$ cat src/rtl/iw_pkg.sv
`timescale 1ns/1ps
package iw_pkg;
  // per-slot state bits
  typedef struct packed {
    logic vld;   // slot occupied
    logic iss;   // issued, waiting for in-order reclaim
    logic sqd;   // squashed, waiting to be drained through issue
    logic hld;   // serializing, waiting for release
  } slot_st_t;
endpackage

$ cat src/rtl/iw_ring_ctrl.sv
`timescale 1ns/1ps
module iw_ring_ctrl #(
  parameter int DEPTH = 8
) (
  input  logic                       clk,
  input  logic                       rst_n,
  input  logic                       push,
  input  logic                       pop,
  output logic [$clog2(DEPTH)-1:0]   head,
  output logic [$clog2(DEPTH)-1:0]   tail,
  output logic [$clog2(DEPTH+1)-1:0] cnt
);
  localparam int IW = $clog2(DEPTH);
  localparam int CW = $clog2(DEPTH+1);

  logic [IW-1:0] head_q, head_d, tail_q, tail_d;
  logic [CW-1:0] cnt_q, cnt_d;
  logic          en;

  always_comb begin
    head_d = pop  ? head_q + IW'(1) : head_q;
    tail_d = push ? tail_q + IW'(1) : tail_q;
    cnt_d  = cnt_q + CW'(push) - CW'(pop);
    en     = push | pop;
  end

  always_ff @(posedge clk or negedge rst_n) begin
    if (!rst_n) begin
      head_q <= '0;
      tail_q <= '0;
      cnt_q  <= '0;
    end else if (en) begin
      head_q <= head_d;
      tail_q <= tail_d;
      cnt_q  <= cnt_d;
    end
  end

  assign head = head_q;
  assign tail = tail_q;
  assign cnt  = cnt_q;
endmodule

$ cat src/rtl/iw_squash_scan.sv
`timescale 1ns/1ps
module iw_squash_scan #(
  parameter int DEPTH = 8,
  parameter int SEQ_W = 8,
  parameter int LANES = 4
) (
  input  logic [$clog2(DEPTH)-1:0]        ptr,
  input  logic [$clog2(DEPTH)-1:0]        head,
  input  logic [DEPTH-1:0]                vld,
  input  logic [DEPTH-1:0]                iss,
  input  logic [DEPTH-1:0]                sqd,
  input  logic [DEPTH-1:0][SEQ_W-1:0]     seqs,
  input  logic [SEQ_W-1:0]                bound,
  output logic [DEPTH-1:0]                hit,
  output logic [$clog2(DEPTH)-1:0]        nxt_ptr,
  output logic                            done
);
  localparam int IW = $clog2(DEPTH);

  logic          alive;
  logic          inr;
  logic [IW-1:0] idx;

  // lanes walk from ptr toward older slots; first out-of-range slot or head ends the walk
  always_comb begin
    alive   = 1'b1;
    done    = 1'b0;
    hit     = '0;
    inr     = 1'b0;
    idx     = ptr;
    for (int k = 0; k < LANES; k++) begin
      idx = ptr - IW'(k);
      if (alive) begin
        inr = vld[idx] && (seqs[idx] > bound);
        if (inr && !iss[idx] && !sqd[idx]) hit[idx] = 1'b1;
        if (!inr || (idx == head)) begin
          alive = 1'b0;
          done  = 1'b1;
        end
      end
    end
    nxt_ptr = ptr - IW'(LANES);
  end
endmodule

$ cat src/rtl/iw_hold_match.sv
`timescale 1ns/1ps
module iw_hold_match #(
  parameter int DEPTH = 8,
  parameter int SEQ_W = 8
) (
  input  logic [DEPTH-1:0]               hld,
  input  logic [DEPTH-1:0][SEQ_W-1:0]    seqs,
  input  logic [SEQ_W-1:0]               key,
  output logic                           found,
  output logic [$clog2(DEPTH)-1:0]       slot
);
  localparam int IW = $clog2(DEPTH);

  logic [DEPTH-1:0] m;

  genvar g;
  generate
    for (g = 0; g < DEPTH; g++) begin : g_cmp
      assign m[g] = hld[g] && (seqs[g] == key);
    end
  endgenerate

  always_comb begin
    found = |m;
    slot  = '0;
    for (int i = 0; i < DEPTH; i++)
      if (m[i]) slot = slot | IW'(i);
  end
endmodule

$ cat src/rtl/iw_spec_ctrl.sv
`timescale 1ns/1ps
module iw_spec_ctrl #(
  parameter int DEPTH = 8,   // power of two
  parameter int SEQ_W = 8,
  parameter int LANES = 4
) (
  input  logic                          clk,
  input  logic                          rst_n,
  input  logic                          ins_vld,
  input  logic [SEQ_W-1:0]              ins_seq,
  input  logic                          ins_hold,
  input  logic                          iss_vld,
  input  logic [$clog2(DEPTH)-1:0]      iss_slot,
  input  logic                          sq_vld,
  input  logic [SEQ_W-1:0]              sq_bound,
  input  logic                          rel_vld,
  input  logic [SEQ_W-1:0]              rel_seq,
  output logic [$clog2(DEPTH+1)-1:0]    free_cnt,
  output logic                          full,
  output logic                          busy,
  output logic [DEPTH-1:0]              sq_flags,
  output logic                          rel_rdy,
  output logic [$clog2(DEPTH)-1:0]      rel_slot,
  output logic                          mdu_sq_vld,
  output logic [SEQ_W-1:0]              mdu_sq_seq,
  output logic                          err
);
  import iw_pkg::*;
  localparam int IW = $clog2(DEPTH);
  localparam int CW = $clog2(DEPTH+1);

  // reset: asserted asynchronously, released on the clock
  logic [1:0] rs_q;
  logic       rst_i;
  always_ff @(posedge clk or negedge rst_n) begin
    if (!rst_n) rs_q <= 2'b00;
    else        rs_q <= {rs_q[0], 1'b1};
  end
  assign rst_i = rs_q[1];

  slot_st_t [DEPTH-1:0]            slot_q, slot_d;
  logic [DEPTH-1:0][SEQ_W-1:0]     seq_q, seq_d;
  logic [IW-1:0]                   ptr_q, ptr_d;
  logic [SEQ_W-1:0]                bnd_q, bnd_d;
  logic                            busy_q, busy_d;
  logic                            rdy_q, err_q, mdu_q;
  logic [IW-1:0]                   rslot_q;
  logic [SEQ_W-1:0]                mseq_q;

  logic [IW-1:0]    head, tail, nxt_ptr, m_slot;
  logic [CW-1:0]    cnt;
  logic             ins_ok, sq_ok, reclaim, m_found, scan_done, rel_ok;
  logic [DEPTH-1:0] v_vld, v_iss, v_sqd, v_hld, hit;

  genvar g;
  generate
    for (g = 0; g < DEPTH; g++) begin : g_unpack
      assign v_vld[g] = slot_q[g].vld;
      assign v_iss[g] = slot_q[g].iss;
      assign v_sqd[g] = slot_q[g].sqd;
      assign v_hld[g] = slot_q[g].hld;
    end
  endgenerate

  assign full    = (cnt == CW'(DEPTH));
  assign ins_ok  = ins_vld && !full && !busy_q;
  assign sq_ok   = sq_vld && !busy_q;
  assign reclaim = slot_q[head].vld && slot_q[head].iss;
  assign rel_ok  = rel_vld && m_found;

  iw_ring_ctrl #(.DEPTH(DEPTH)) u_ring (
    .clk(clk), .rst_n(rst_i), .push(ins_ok), .pop(reclaim),
    .head(head), .tail(tail), .cnt(cnt)
  );

  iw_squash_scan #(.DEPTH(DEPTH), .SEQ_W(SEQ_W), .LANES(LANES)) u_scan (
    .ptr(ptr_q), .head(head), .vld(v_vld), .iss(v_iss), .sqd(v_sqd),
    .seqs(seq_q), .bound(bnd_q), .hit(hit), .nxt_ptr(nxt_ptr), .done(scan_done)
  );

  iw_hold_match #(.DEPTH(DEPTH), .SEQ_W(SEQ_W)) u_match (
    .hld(v_hld), .seqs(seq_q), .key(rel_seq), .found(m_found), .slot(m_slot)
  );

  // next state of the slot array
  always_comb begin
    slot_d = slot_q;
    seq_d  = seq_q;
    if (busy_q)
      for (int i = 0; i < DEPTH; i++)
        if (hit[i]) begin
          slot_d[i].sqd = 1'b1;
          slot_d[i].hld = 1'b0;
        end
    if (rel_ok) slot_d[m_slot].hld = 1'b0;
    if (iss_vld) begin
      slot_d[iss_slot].iss = 1'b1;
      slot_d[iss_slot].sqd = 1'b0;
    end
    if (reclaim) slot_d[head] = '0;
    if (ins_ok) begin
      slot_d[tail] = '{vld: 1'b1, iss: 1'b0, sqd: 1'b0, hld: ins_hold};
      seq_d[tail]  = ins_seq;
    end
  end

  // next state of the walk
  always_comb begin
    ptr_d  = busy_q ? nxt_ptr : (tail - IW'(1));
    bnd_d  = sq_ok ? sq_bound : bnd_q;
    busy_d = busy_q ? !scan_done : sq_ok;
  end

  always_ff @(posedge clk or negedge rst_i) begin
    if (!rst_i) begin
      slot_q <= '0;
      seq_q  <= '0;
    end else begin
      slot_q <= slot_d;
      if (ins_ok) seq_q <= seq_d;
    end
  end

  always_ff @(posedge clk or negedge rst_i) begin
    if (!rst_i) begin
      ptr_q  <= '0;
      bnd_q  <= '0;
      busy_q <= 1'b0;
    end else if (busy_q | sq_ok) begin
      ptr_q  <= ptr_d;
      bnd_q  <= bnd_d;
      busy_q <= busy_d;
    end
  end

  always_ff @(posedge clk or negedge rst_i) begin
    if (!rst_i) begin
      rdy_q   <= 1'b0;
      rslot_q <= '0;
      mdu_q   <= 1'b0;
      mseq_q  <= '0;
      err_q   <= 1'b0;
    end else begin
      rdy_q <= rel_ok;
      mdu_q <= sq_ok;
      err_q <= (ins_vld && (full || busy_q)) || (rel_vld && !m_found) || (sq_vld && busy_q);
      if (rel_ok) rslot_q <= m_slot;
      if (sq_ok)  mseq_q  <= sq_bound;
    end
  end

  assign free_cnt   = CW'(DEPTH) - cnt;
  assign busy       = busy_q;
  assign sq_flags   = v_sqd;
  assign rel_rdy    = rdy_q;
  assign rel_slot   = rslot_q;
  assign mdu_sq_vld = mdu_q;
  assign mdu_sq_seq = mseq_q;
  assign err        = err_q;
endmodule

$ cat config.mk
export PLATFORM = sky130hd
export DESIGN_NAME = iw_spec_ctrl
export DESIGN_NICKNAME = d
export VERILOG_FILES = /design/src/rtl/iw_pkg.sv /design/src/rtl/iw_ring_ctrl.sv /design/src/rtl/iw_squash_scan.sv /design/src/rtl/iw_hold_match.sv /design/src/rtl/iw_spec_ctrl.sv
export SDC_FILE = /design/constraint.sdc
export NUM_CORES = 1
export LEC_CHECK = 0
export BUFFER_PORTS_ARGS = -buffer_cell sky130_fd_sc_hd__buf_2
export CAP_MARGIN = 10
export CORE_ASPECT_RATIO = 0.5
export CORE_MARGIN = 5
export CORE_UTILIZATION = 55
export DETAILED_ROUTE_END_ITERATION = 12
export PLACE_DENSITY = 0.82
export SYNTH_ARGS = -nofsm -noshare
export SYNTH_HDL_FRONTEND = slang
export SYNTH_SLANG_ARGS = --single-unit
$ cat constraint.sdc
create_clock -name clk -period 5.3 [get_ports clk]
set_input_delay 0.53 -clock clk [delete_from_list [all_inputs] [get_ports clk]]
set_output_delay 0.53 -clock clk [all_outputs]
set_load 0.01 [all_outputs]
* Word level (Yosys, flattened, before mapping)
Index checks and enable logic that the tools add are counted.
** Word-level totals
- Register bits :: 134
- Input bits :: 34
- Output and inout bits :: 28
- Logic and storage cells :: 272
** Operators by class
- $add $sub $neg :: 10
- Order comparisons :: 20
- Equality and inequality tests :: 13
- Muxes and demuxes :: 107
- Bitwise gates (word level) :: 7
- Reduce and logical (&&, ||, !) cells :: 63
** Operators by type and width (number)
- $bwmux 32 :: 4
- $mux 32 :: 4
- $bmux 8 s3 :: 4
- $mux 8 :: 12
- $bwmux 64 :: 1
- $eq 8x8->1 :: 8
- $demux 4 s3 :: 5
- $mux 2 :: 19
- $bmux 1 s3 :: 12
- $logic_and 1x1->1 :: 36
- $and 32x32->32 :: 1
- $gt 8x8->1 :: 4
- $lt 3x4->1 const B :: 8
- $not 32->32 :: 1
- $mux 1 :: 31
- $demux 8 s3 :: 1
- $ge 3x1->1 const B :: 8
- $or 8x8->8 :: 3
- $mux 3 :: 6
- $logic_not 1->1 :: 16
- $bmux 4 s3 :: 1
- $demux 1 s3 :: 4
- $eq 3x3->1 :: 4
- $mux 4 :: 3
- 12 further kinds :: 24

* Depth between registers and ports, before layout
- Word-level depth :: 27
- Mapped depth :: 19
- Gate-level depth less buffers :: 13

* Modules after synthesis
A second synthesis with hierarchy kept.
** Unflattened totals
- Cells, all modules :: 947
- Area total of the unflattened synthesis :: 9950.8 um^2
** By module, submodules not included
- iw_spec_ctrl :: instances 1, cells an instance 440, area each 5196.2 um^2, seq. area each 2902.8 um^2
- iw_squash_scan :: instances 1, cells an instance 345, area each 3328.2 um^2, seq. area each 0.0 um^2
- iw_hold_match :: instances 1, cells an instance 108, area each 830.8 um^2, seq. area each 0.0 um^2
- iw_ring_ctrl :: instances 1, cells an instance 54, area each 595.6 um^2, seq. area each 250.2 um^2

* Worst setup path before layout
Ideal clock, no wire load.
- Path kind :: register to register
- From :: register ptr_q[0]
- To :: register slot_q[4] in the netlist's numbering
- Library setup time :: 0.124 ns
- Data arrival time :: 4.087 ns
- Data required time :: 5.176 ns
- Path slack :: 1.089 ns
- Cell stages (with the launch flop) :: 17
- Buffers on the path :: 5
- Clock period less this slack :: 4.211 ns
- Cells stage by stage :: dfrtp_1 buf_2 buf_6 buf_2 buf_1 clkbuf_1 mux2_2 mux4_2 ha_1 nand4_1 o32ai_2 nor4_4 nand4_1 nor4b_4 and3_1 a2111oi_1 a211o_1
** RTL lines
- start: declaration :: RTL line iw_spec_ctrl.sv:43 : logic [IW-1:0] ptr_q, ptr_d;
- start signal: assignment :: RTL line iw_spec_ctrl.sv:130 : ptr_q <= ptr_d;
- end signal: assignment :: RTL line iw_spec_ctrl.sv:119 : slot_q <= slot_d;
- end: declaration :: RTL line iw_spec_ctrl.sv:41 : slot_st_t [DEPTH-1:0] slot_q, slot_d;

==> flow_summary.json <==
{
  "start_util_pct": 55.38,
  "dieArea_sq_um": 20200,
  "rsz0062_at_grt": "no",
  "setup_viol": 0,
  "vias": 8090,
  "power_density_nw_per_um2": 775.9,
  "clock_sinks": 126,
  "preCtsSetupSlack_ns": 0.2988,
  "rows": 34,
  "die_y_um": 103.0,
  "critical_path.startpoint_type": "flop",
  "p_leak_uw": 0.004609,
  "internal_power_uw": 4418,
  "via_per_inst": 6.647,
  "placed_cell_area_sq_um": 9921,
  "synth_edf_count": 0,
  "maxSlewViolCount": 0,
  "p_sw_uw": 3733,
  "clockBufferDepth": 2,
  "cts_tree": "done",
  "ys_types": 76,
  "io_pins": 62,
  "chipWidth_um": 196.0,
  "crit_arrival_ns": 5.27,
  "fillers": 1379,
  "path_cells": "inv_2 -> ha_2 -> mux4_2 -> ha_1 -> o21ai_0 -> a21oi_1 -> nor3_1 -> o31ai_1 -> nor4b_4 -> and3_1 -> a2111oi_1 -> a211o_1",
  "worst-setup-path-type": "reg -> reg",
  "drc": 0,
  "portBuffers": 61,
  "status": "finished, final reports clean",
  "post_drt_wl_per_cell_um": 24.40,
  "cpMaxStageDelayCell": "dfrtp_1",
  "ir_drop_mv": 0.3896,
  "cts_setup_buffers": 0,
  "final_common_cell": "nand2_1",
  "grt_max_degree": 66,
  "worst_hold_slack_ns": 0.2947,
  "utilization_pct": 61.13,
  "clock_latency_ns": 0.44,
  "clock_power_share_pct": 14.3,
  "seq_area_frac_synth_pct": 33.13,
  "synth_ff_type": "dfrtp_1",
  "wl_mm": 29.69,
  "swShare_pct": 45.80,
  "worst_slew_pin_slew_ns": 0.9277,
  "antenna_cells": 0,
  "syn_area_per_cell_sq_um": 10.16,
  "nets": 1053,
  "worstSetupEndpointType": "flop",
  "setup_slack_ns": 0.3359,
  "clk_pin_slew_worst_paths_ns": 0.06,
  "seqPwrFrac_pct": 25.1,
  "areaGrowthSynthToFinish_pct": 10.38,
  "grt_pass1_vias": 7980,
  "synthesis.nets": 1020,
  "grt_pass1_wl_mm": 46.22,
  "final_cell_mix": "nand2_1, dfrtp_1, mux2_2",
  "htreeDepth": 4,
  "post-route-period-util_pct": 93.66,
  "cts_buffers": 17,
  "ys_ff_latch": 126,
  "hp-class": "in -> reg",
  "synthArstFlopShare_pct": 100.0,
  "globalRouteOverflowTotal": 0,
  "cp_slowest_stage_delay_ns": 0.85,
  "skew_ns": 0.01393,
  "period_minus_slack_ns": 4.964,
  "path_max_fanout": 14,
  "globalplace.congestion": 1.005,
  "ant_nets": 0,
  "fin_setup_tns_ns": 0,
  "drive_above_1_share_pct": 26.55,
  "cp.required_ns": 5.61,
  "fin_area_sq_um": 10510,
  "drt_iter0_drc": 1145,
  "dr.pass1.iters": 6,
  "cts_root_buf": "clkbuf_16",
  "grt_antenna_before_repair": 0,
  "fmax_mhz": 201.4,
  "hold_viol_final": 0,
  "netlist_area_sq_um": 9518,
  "grt_usage_pct": 29.96,
  "ys_warn_count": 0,
  "synth_cells": 937,
  "core_area_sq_um": 17190,
  "hpwl_mm": 21.41,
  "maxCapViolations": 0,
  "comb_power_share_pct": 60.6,
  "max-slew-margin-rel_pct": 37.97
}
==> power by group through the flow <==
stage | sequential, uW | combinational (uW) | clock [uW]
floorplan | 1730 | 3820 | 0
global placement | 1990 | 4620 | 0
detailed placement | 2010 | 4780 | 0
CTS | 2000 | 4840 | 1160
global route | 2080 | 5370 | 1220
finish | 2050 | 4940 | 1160
==> area by class of cell <==
type                       instances  area, sq um  share of cell area, %
inverter                          38        142.6                  1.358
tap                              234        292.8                  2.787
timing repair buffer              74        405.4                  3.859
clock inverter                    13        130.1                  1.239
sequential                       126         3161                  30.08
clock buffer                      19        442.9                  4.216
multi-input combinational        713         5932                  56.46
==> synth_stat cells (all sizes together) (7+ instances only) <==
master,number,area share (%)
a21o,7,0.55
xnor2,53,5.2
a31oi,8,0.53
nand2,129,5.1
nand3,19,1.0
o211ai,7,0.55
xor2,29,2.7
mux4,38,9.1
nor4,9,0.75
nand4,25,1.6
nor2,51,2.0
a21oi,18,0.95
inv,33,1.3
dfrtp,126,33
buf,37,2.4
mux2i,11,1.2
o21ai,24,1.3
mux2,101,12
nor3,19,1.0
ha,48,6.3
clkbuf,23,0.91
==> kinds of logic (layout without fill, tap and decap cells) <==
logic type      count (synthesis)  after routing  share of synthesized area [%]
xor+xnor                       83             83                          8.058
flops                         126            126                          33.13
buf+inv                        98            144                          4.759
mux                           150            150                          22.22
fa+ha+maj                      49             49                          6.520
other cells                     1              1                        0.03940
compound gates                133            133                          10.33
simple gates                  297            297                          14.95
==> sequential cells by signal, indices dropped and copies added, names as in the netlist <==
register and cells:
seq_q 64, slot_q 24, bnd_q 8, sq_flags 8, u_ring.cnt 4, ptr_q 3
rel_slot 3, u_ring.head 3, u_ring.tail 3, rs_q 2, busy 1, err 1
mdu_sq_vld 1, rel_rdy 1
==> layer usage <==
| layer | wire length [um] | global-route usage (%) | up-vias |
|---|---|---|---|
| met3 | 3524 | 9.076 | 112 |
| li1 | - | - | 3478 |
| met5 | 0 | 0 | - |
| met4 | 1242 | 12.33 | 0 |
| met2 | 13060 | 46.42 | 561 |
| met1 | 11870 | 39.90 | 3939 |
==> critical path: cells and delay by family (launching register included) <==
family / cells / cell delay (ns)
DFF: 1 / 0.85
buffers and inverters: 1 / 0.43
adders and majority gates: 2 / 1.13
and+or+nand+nor: 3 / 0.85
AOI/OAI and AO/OA: 5 / 0.96
muxes: 1 / 0.61
==> stage by stage <==
stage	instances	total power, uW
floorplan	937	5549
global placement	1184	6606
detailed placement	1184	6788
CTS	1217	8004
global route	1217	8664
finish	1217	8151
==> path summary, 6_finish.rpt <==
check / end / cells past startpoint / slack (ns) / start
max in group asynchronous: slot_q[6] / 1 / 3.54 / rs_q[1]
worst min register to register: rs_q[1] / 0 / 0.35 / rs_q[0]
worst min-delay path: bnd_q[0] / 3 / 0.29 / sq_bound[0]
min in group asynchronous: rs_q[1] / 2 / 0.40 / rst_n
worst max register to register: slot_q[4] / 12 / 0.34 / ptr_q[2]
worst max-delay path: slot_q[4] / 12 / 0.34 / ptr_q[2]
==> timing repair <==
action                                 in CTS  in global routing
setup endpoints to repair                   0                  7
endpoints found under the hold margin       2                  0
hold buffers                                1                  0
gates resized for setup                     0                  1
(Power assumes the default switching activity.)
